<file path="src/rtl/cif_pkg.sv">
package cif_pkg;
  localparam logic [15:0] OFS_CTRL  = 16'h2000;
  localparam logic [15:0] OFS_MASK  = 16'h2004;
  localparam logic [15:0] OFS_BINPT = 16'h2008;
  localparam logic [15:0] OFS_ACK   = 16'h200C;
  localparam logic [15:0] OFS_DONE  = 16'h2010;
  localparam logic [15:0] OFS_RUN   = 16'h2014;
  localparam logic [15:0] OFS_PEND  = 16'h2018;

  localparam int unsigned SPURIOUS_ID = 1023;

  // control register layout: bit 0 signalling enable, bit 1 fast-line routing
  typedef struct packed {
    logic fiq_route;
    logic sig_en;
  } ctrl_t;
endpackage

</file>
<file path="src/rtl/cif_gate.sv">
// Decides whether the distributor candidate may be taken by this core now.
module cif_gate #(
  parameter int unsigned PRIO_W = 8,
  parameter int unsigned BP_W   = 3
) (
  input  logic              cand_valid,
  input  logic [PRIO_W-1:0] cand_prio,
  input  logic [PRIO_W-1:0] mask,
  input  logic [BP_W-1:0]   bpt,
  input  logic [PRIO_W-1:0] run_prio,
  input  logic              stack_full,
  output logic [PRIO_W-1:0] grp_prio,
  output logic              eligible
);
  logic [PRIO_W-1:0] sub_bits;

  always_comb begin
    for (int i = 0; i < int'(PRIO_W); i++) begin
      sub_bits[i] = (i <= int'(bpt));
    end
  end

  assign grp_prio = cand_prio & ~sub_bits;
  assign eligible = cand_valid && (cand_prio < mask) &&
                    (grp_prio < run_prio) && !stack_full;
endmodule

</file>
<file path="src/rtl/cif_active_stack.sv">
// Stack of active interrupts: ID and group priority per level.
module cif_active_stack #(
  parameter int unsigned DEPTH  = 4,
  parameter int unsigned ID_W   = 10,
  parameter int unsigned PRIO_W = 8,
  localparam int unsigned CNT_W = $clog2(DEPTH + 1)
) (
  input  logic              clk,
  input  logic              rst_n,
  input  logic              push,
  input  logic [ID_W-1:0]   push_id,
  input  logic [PRIO_W-1:0] push_prio,
  input  logic              pop,
  output logic [ID_W-1:0]   top_id,
  output logic [PRIO_W-1:0] top_prio,
  output logic              full,
  output logic              empty,
  output logic [CNT_W-1:0]  count
);
  logic [ID_W-1:0]   id_q   [DEPTH];
  logic [PRIO_W-1:0] prio_q [DEPTH];
  logic [CNT_W-1:0]  cnt_q;

  for (genvar s = 0; s < int'(DEPTH); s++) begin : g_slot
    always_ff @(posedge clk or negedge rst_n) begin
      if (!rst_n) begin
        id_q[s]   <= '0;
        prio_q[s] <= '1;
      end else if (push && cnt_q == CNT_W'(s)) begin
        id_q[s]   <= push_id;
        prio_q[s] <= push_prio;
      end
    end
  end

  always_ff @(posedge clk or negedge rst_n) begin
    if (!rst_n)              cnt_q <= '0;
    else if (push && !full)  cnt_q <= cnt_q + 1'b1;
    else if (pop && !empty)  cnt_q <= cnt_q - 1'b1;
  end

  always_comb begin
    top_id   = '0;
    top_prio = '1;
    for (int i = 0; i < int'(DEPTH); i++) begin
      if (cnt_q == CNT_W'(i + 1)) begin
        top_id   = id_q[i];
        top_prio = prio_q[i];
      end
    end
  end

  assign full  = (cnt_q == CNT_W'(DEPTH));
  assign empty = (cnt_q == '0);
  assign count = cnt_q;
endmodule

</file>
<file path="src/rtl/cpu_irq_iface.sv">
module cpu_irq_iface
  import cif_pkg::*;
#(
  parameter int unsigned ID_W   = 10,
  parameter int unsigned PRIO_W = 8,
  parameter int unsigned DEPTH  = 4
) (
  input  logic              clk,
  input  logic              rst_n,
  input  logic              cand_valid_i,
  input  logic [ID_W-1:0]   cand_id_i,
  input  logic [PRIO_W-1:0] cand_prio_i,
  input  logic              cand_grp1_i,
  input  logic              reg_sel_i,
  input  logic              reg_wr_i,
  input  logic [15:0]       reg_addr_i,
  input  logic [31:0]       reg_wdata_i,
  output logic [31:0]       reg_rdata_o,
  output logic              reg_rvalid_o,
  output logic              irq_o,
  output logic              fiq_o,
  output logic              ack_valid_o,
  output logic [ID_W-1:0]   ack_id_o,
  output logic              eoi_valid_o,
  output logic [ID_W-1:0]   eoi_id_o
);
  localparam int unsigned BP_W  = 3;
  localparam int unsigned CNT_W = $clog2(DEPTH + 1);

  ctrl_t             ctrl_q;
  logic [PRIO_W-1:0] mask_q;
  logic [BP_W-1:0]   bpt_q;

  logic [PRIO_W-1:0] run_prio;
  logic [PRIO_W-1:0] cand_grp;
  logic [ID_W-1:0]   top_id;
  logic              stk_full, stk_empty, eligible;
  logic [CNT_W-1:0]  act_cnt;

  logic rd_req, wr_req, rd_ack, do_push, do_pop;
  logic [31:0] rd_next;
  logic [31:0] pick_id;

  assign rd_req  = reg_sel_i && !reg_wr_i;
  assign wr_req  = reg_sel_i && reg_wr_i;
  assign rd_ack  = rd_req && (reg_addr_i == OFS_ACK);
  assign do_push = rd_ack && eligible;
  assign do_pop  = wr_req && (reg_addr_i == OFS_DONE) && !stk_empty &&
                   (reg_wdata_i == 32'(top_id));

  cif_gate #(.PRIO_W(PRIO_W), .BP_W(BP_W)) u_gate (
    .cand_valid (cand_valid_i),
    .cand_prio  (cand_prio_i),
    .mask       (mask_q),
    .bpt        (bpt_q),
    .run_prio   (run_prio),
    .stack_full (stk_full),
    .grp_prio   (cand_grp),
    .eligible   (eligible)
  );

  cif_active_stack #(.DEPTH(DEPTH), .ID_W(ID_W), .PRIO_W(PRIO_W)) u_stack (
    .clk       (clk),
    .rst_n     (rst_n),
    .push      (do_push),
    .push_id   (cand_id_i),
    .push_prio (cand_grp),
    .pop       (do_pop),
    .top_id    (top_id),
    .top_prio  (run_prio),
    .full      (stk_full),
    .empty     (stk_empty),
    .count     (act_cnt)
  );

  // configuration registers
  always_ff @(posedge clk or negedge rst_n) begin
    if (!rst_n) begin
      ctrl_q <= '0;
      mask_q <= '0;
      bpt_q  <= '0;
    end else if (wr_req) begin
      unique case (reg_addr_i)
        OFS_CTRL:  ctrl_q <= ctrl_t'(reg_wdata_i[1:0]);
        OFS_MASK:  mask_q <= reg_wdata_i[PRIO_W-1:0];
        OFS_BINPT: bpt_q  <= reg_wdata_i[BP_W-1:0];
        default: ;
      endcase
    end
  end

  // read path
  assign pick_id = eligible ? 32'(cand_id_i) : 32'(SPURIOUS_ID);

  always_comb begin
    unique case (reg_addr_i)
      OFS_CTRL:  rd_next = 32'(ctrl_q);
      OFS_MASK:  rd_next = 32'(mask_q);
      OFS_BINPT: rd_next = 32'(bpt_q);
      OFS_ACK:   rd_next = pick_id;
      OFS_RUN:   rd_next = 32'(run_prio);
      OFS_PEND:  rd_next = pick_id;
      default:   rd_next = '0;
    endcase
  end

  always_ff @(posedge clk or negedge rst_n) begin
    if (!rst_n) begin
      reg_rdata_o  <= '0;
      reg_rvalid_o <= 1'b0;
    end else begin
      reg_rvalid_o <= rd_req;
      if (rd_req) reg_rdata_o <= rd_next;
    end
  end

  // handshake pulses towards the distributor
  always_ff @(posedge clk or negedge rst_n) begin
    if (!rst_n) begin
      ack_valid_o <= 1'b0;
      ack_id_o    <= '0;
      eoi_valid_o <= 1'b0;
      eoi_id_o    <= '0;
    end else begin
      ack_valid_o <= do_push;
      eoi_valid_o <= do_pop;
      if (do_push) ack_id_o <= cand_id_i;
      if (do_pop)  eoi_id_o <= top_id;
    end
  end

  // request lines to the core
  logic want, to_fast;
  assign want    = ctrl_q.sig_en && eligible;
  assign to_fast = ctrl_q.fiq_route && !cand_grp1_i;

  always_ff @(posedge clk or negedge rst_n) begin
    if (!rst_n) begin
      irq_o <= 1'b0;
      fiq_o <= 1'b0;
    end else begin
      irq_o <= want && !to_fast;
      fiq_o <= want && to_fast;
    end
  end
endmodule

</file>
<file path="config.mk">
export PLATFORM = sky130hd
export DESIGN_NAME = cpu_irq_iface
export DESIGN_NICKNAME = d
export VERILOG_FILES = /design/src/rtl/cif_pkg.sv /design/src/rtl/cif_gate.sv /design/src/rtl/cif_active_stack.sv /design/src/rtl/cpu_irq_iface.sv
export SDC_FILE = /design/constraint.sdc
export NUM_CORES = 1
export LEC_CHECK = 0
export BUFFER_PORTS_ARGS = -buffer_cell sky130_fd_sc_hd__buf_2
export CORE_MARGIN = 3
export CORE_UTILIZATION = 45
export CTS_CLUSTER_SIZE = 28
export DETAILED_ROUTE_END_ITERATION = 7
export HOLD_SLACK_MARGIN = 0.15
export PLACE_DENSITY = 0.79
export SETUP_SLACK_MARGIN = 0.3
export SLEW_MARGIN = 20
export SYNTH_ARGS = -nofsm -noshare
export SYNTH_HDL_FRONTEND = slang
export SYNTH_SLANG_ARGS = --single-unit
</file>
<file path="constraint.sdc">
create_clock -name clk -period 3.85 [get_ports clk]
set_clock_uncertainty 0.05 [all_clocks]
set_input_delay 0.385 -clock clk [delete_from_list [all_inputs] [get_ports clk]]
set_output_delay 0.385 -clock clk [all_outputs]
set_load 0.005 [all_outputs]
</file>
==> flow_metrics.env <==
export IMPL_dp_cells=880
export IMPL_yosysMostFrequentCell="dfrtp_1"
export IMPL_power_frac_seq_pct=44.2
export IMPL_max_vdd_ir_drop_mv=0.329
export IMPL_clock_sinks=123
export IMPL_status="complete, no violations"
export IMPL_setup_violations=0
export IMPL_grt_busiest_layer="met2"
export IMPL_antenna_found_initial=0
export IMPL_post_place_ws_ns=0.00124
export IMPL_criticalPathCategory="reg -> reg"
export IMPL_synth_area_mm2=0.00670
export IMPL_synth_area_leaders="dfrtp_1 (34%), dfstp_2 (13%), mux2_2 (9.2%)"
export IMPL_use_met1_pct=30.3
export IMPL_clockPowerShare_pct=51.2
export IMPL_synth_cell_types=70
export IMPL_final_core_util_pct=56.8
export IMPL_synth_ff_type="dfrtp_1"
export IMPL_worstPathMaxFanout=10
export IMPL_syn_to_final_growth_pct=20.4
export IMPL_grtUsageMet3_pct=6.00
export IMPL_start_kind="register"
export IMPL_synthCells=603
export IMPL_gp_congestion=0.918
export IMPL_critical_path_required_ns=4.11
export IMPL_drc_errors=0
export IMPL_wl_mm=18.2
export IMPL_hold_class="in -> reg"
export IMPL_grt_pass1_vias=5071
export IMPL_clkTransAtPathRegs_ns=0.06
export IMPL_cp_end_kind="register"
export IMPL_worst_pin_slew_ns=0.959
export IMPL_swShare_pct=22.7
export IMPL_cp_arrival_ns=3.74
export IMPL_dieWidth_um=128
export IMPL_die_h_um=128
export IMPL_htreeDepth=4
export IMPL_rsz0062_at_grt="no"
export IMPL_ant_nets=0
export IMPL_rows=43
export IMPL_met2_usage_pct=34.0
export IMPL_slew_limit_headroom_pct=36.0
export IMPL_grt_max_degree=74
export IMPL_grt_overflow_total=0
export IMPL_root_buffer="clkbuf_16"
export IMPL_synth_seq_cells=123
export IMPL_async_flop_share_pct=100
export IMPL_portBuffers=106
export IMPL_cts_tree="built"
export IMPL_drtIter0Drc=725
export IMPL_cap_violations=0
export IMPL_maxSlewViolCount=0
export IMPL_final_nets=819
export IMPL_syn_avg_cell_area_um2=11.1
export IMPL_power_frac_comb_pct=4.6
export IMPL_seq_area_frac_synth_pct=46.5
export IMPL_start_util_pct=47.2
export IMPL_wl_per_cell_um=19.8
export IMPL_synth_edf_count=0
export IMPL_cts_made_buffers=17
export IMPL_synth_top_area_share_pct=34.0
export IMPL_fmax_ghz=0.287
export IMPL_p_leak_nw=4.06
export IMPL_grt_usage_pct=22.3
export IMPL_intPower_mw=2.27
export IMPL_drive_above_1_share_pct=39.2
export IMPL_clock_latency_ns=0.43
export IMPL_fin_crit_sh_pct=90.6
export IMPL_p_per_area_mw_per_mm2=364
export IMPL_via_per_inst=5.81
export IMPL_reg2reg_slack_ns=0.36
export IMPL_synthTopCellsByCount="dfrtp_1 (91), nand2_1 (61), mux2_2 (55)"
export IMPL_clk_path_buf_depth=2
export IMPL_final_cells=920
export IMPL_switchingPower_mw=0.666
export IMPL_core_area_mm2=0.0142
export IMPL_antenna_cells_inserted=0
export IMPL_finalHoldViolCount=0
export IMPL_hpwl_mm=13.1
export IMPL_finalWorstSetupSlack_ns=0.362
export IMPL_first_pass_iters=5
export IMPL_via_count=5348
export IMPL_synth_warnings=0
export IMPL_io_pins=129
export IMPL_synth_area_leader_cell="dfrtp_1"
export IMPL_grt_pass1_wl_mm=27.8
export IMPL_min_period_ns=3.49
export IMPL_setup_tns_ns=0
export IMPL_die_area_mm2=0.0164
==> cell families (layout without fill, tap and decap cells) <==
kind of cell / Yosys count / count (layout) / synth area share [%]
multiplexers: 91 / 91 / 15.7
AND/OR/NAND/NOR: 166 / 166 / 14.2
buffers and inverters: 71 / 187 / 6.31
flip-flops: 123 / 123 / 46.5
XOR/XNOR: 9 / 9 / 1.18
other: 1 / 22 / 0.0560
AO/OA/AOI/OAI: 122 / 122 / 12.3
adder cells (fa/ha/maj): 20 / 20 / 3.73
==> metal layers <==
metal | wire, µm | up-vias | part of all wire, %
li1 | - | 2389 | -
met3 | 1660 | 44 | 9.1
met2 | 8230 | 315 | 45
met5 | 0 | - | 0
met1 | 7760 | 2600 | 43
met4 | 592 | 0 | 3.2
==> sequential cells by signal, summed over array words and instances, names as in the netlist <==
| register | flops |
|---|---|
| u_stack.id_q | 40 |
| u_stack.prio_q | 32 |
| ack_id_o | 10 |
| eoi_id_o | 10 |
| reg_rdata_o | 10 |
| mask_q | 8 |
| bpt_q | 3 |
| u_stack.count | 3 |
| ctrl_q | 2 |
| ack_valid_o | 1 |
| eoi_valid_o | 1 |
| fiq_o | 1 |
| irq_o | 1 |
| reg_rvalid_o | 1 |
==> worst max-delay path, stage by stage (launching register included) <==
cell and delay [ns]:
dfrtp_2 0.43, inv_2 0.08, ha_4 0.22, or3b_4 0.47, o22ai_2 0.14, o211ai_1 0.11, o21ai_1 0.18, ha_1 0.31
a22oi_1 0.15, nand3_1 0.11, a211oi_2 0.22, and3_4 0.28, nand3_4 0.11, buf_4 0.19, mux2_1 0.31
==> repair_timing <==
action                     CTS  global route
pin swaps                    2             3
hold endpoints to repair    41             0
setup endpoints to repair   71           102
resized for setup            3             6
setup buffers                5             2
hold buffers                 1             0
==> area by class of cell <==
class,count,area (µm²)
fill,1160,6140
multi-input combinational,430,3300
sequential,123,3120
timing repair buffer,133,767
clock buffer,20,467
tap,180,225
clock inverter,12,97.6
inverter,22,90.1
==> power by group through the flow <==
stage,Combinational [mW],Clock [mW],Sequential [mW]
2_1_floorplan,0.0547,0,1.32
3_3_place_gp,0.131,0,1.32
3_5_place_dp,0.134,0,1.32
4_1_cts,0.136,1.52,1.30
5_1_grt,0.149,1.58,1.30
6_report,0.135,1.50,1.30
==> stage by stage <==
step                hold WS, ns  power (mW)  area, µm²
detailed placement        0.407        1.45       7390
floorplan                0.0394        1.37       6870
finish                    0.194        2.94       8070
global placement          0.401        1.45       7390
CTS                       0.170        2.96       8030
global route              0.182        3.03       8070
==> layout by cell type, fill, tap and decap left out, types with 4 or more instances in the layout <==
cell type   Yosys  routed
nand2b_1       12      12
nor3b_1         4       4
inv_1          21      19
conb_1          1      22
ha_1           20      17
nand3_1         6       6
nor2_1         22      22
clkbuf_16       0      17
a211oi_1        4       4
a31oi_1         4       4
nor3_1          6       6
o22ai_1        12      11
mux2_2         55      55
buf_4          24      24
mux2i_1         8       8
o21ai_0        43      42
nor2b_1         6       6
dfstp_2        32      32
o211ai_1        9       9
clkinvlp_4      0       5
dfrtp_1        91      90
nand2_1        61      60
a22oi_1        11      11
xor2_1          6       6
and4_1          4       4
clkinv_2        0       6
and2_1          7       7
buf_2           6     105
a21oi_1        16      14
mux2_1         18      18
nand4_1         6       6
nor4_1          6       6
mux2_4         10      10
==> final timing paths <==
kind	from	depth (start not counted)	endpoint
max in group asynchronous	rst_n	3	u_stack.prio_q[2]
min	reg_wdata_i[5]	3	mask_q[5]
min in group asynchronous	rst_n	2	u_stack.id_q[11]
max reg2reg	u_stack.count[0]	14	u_stack.id_q[20]
max	u_stack.count[0]	14	u_stack.id_q[20]
min reg2reg	reg_rdata_o[8]	2	reg_rdata_o[8]
Power figures use the tool's default switching activity.
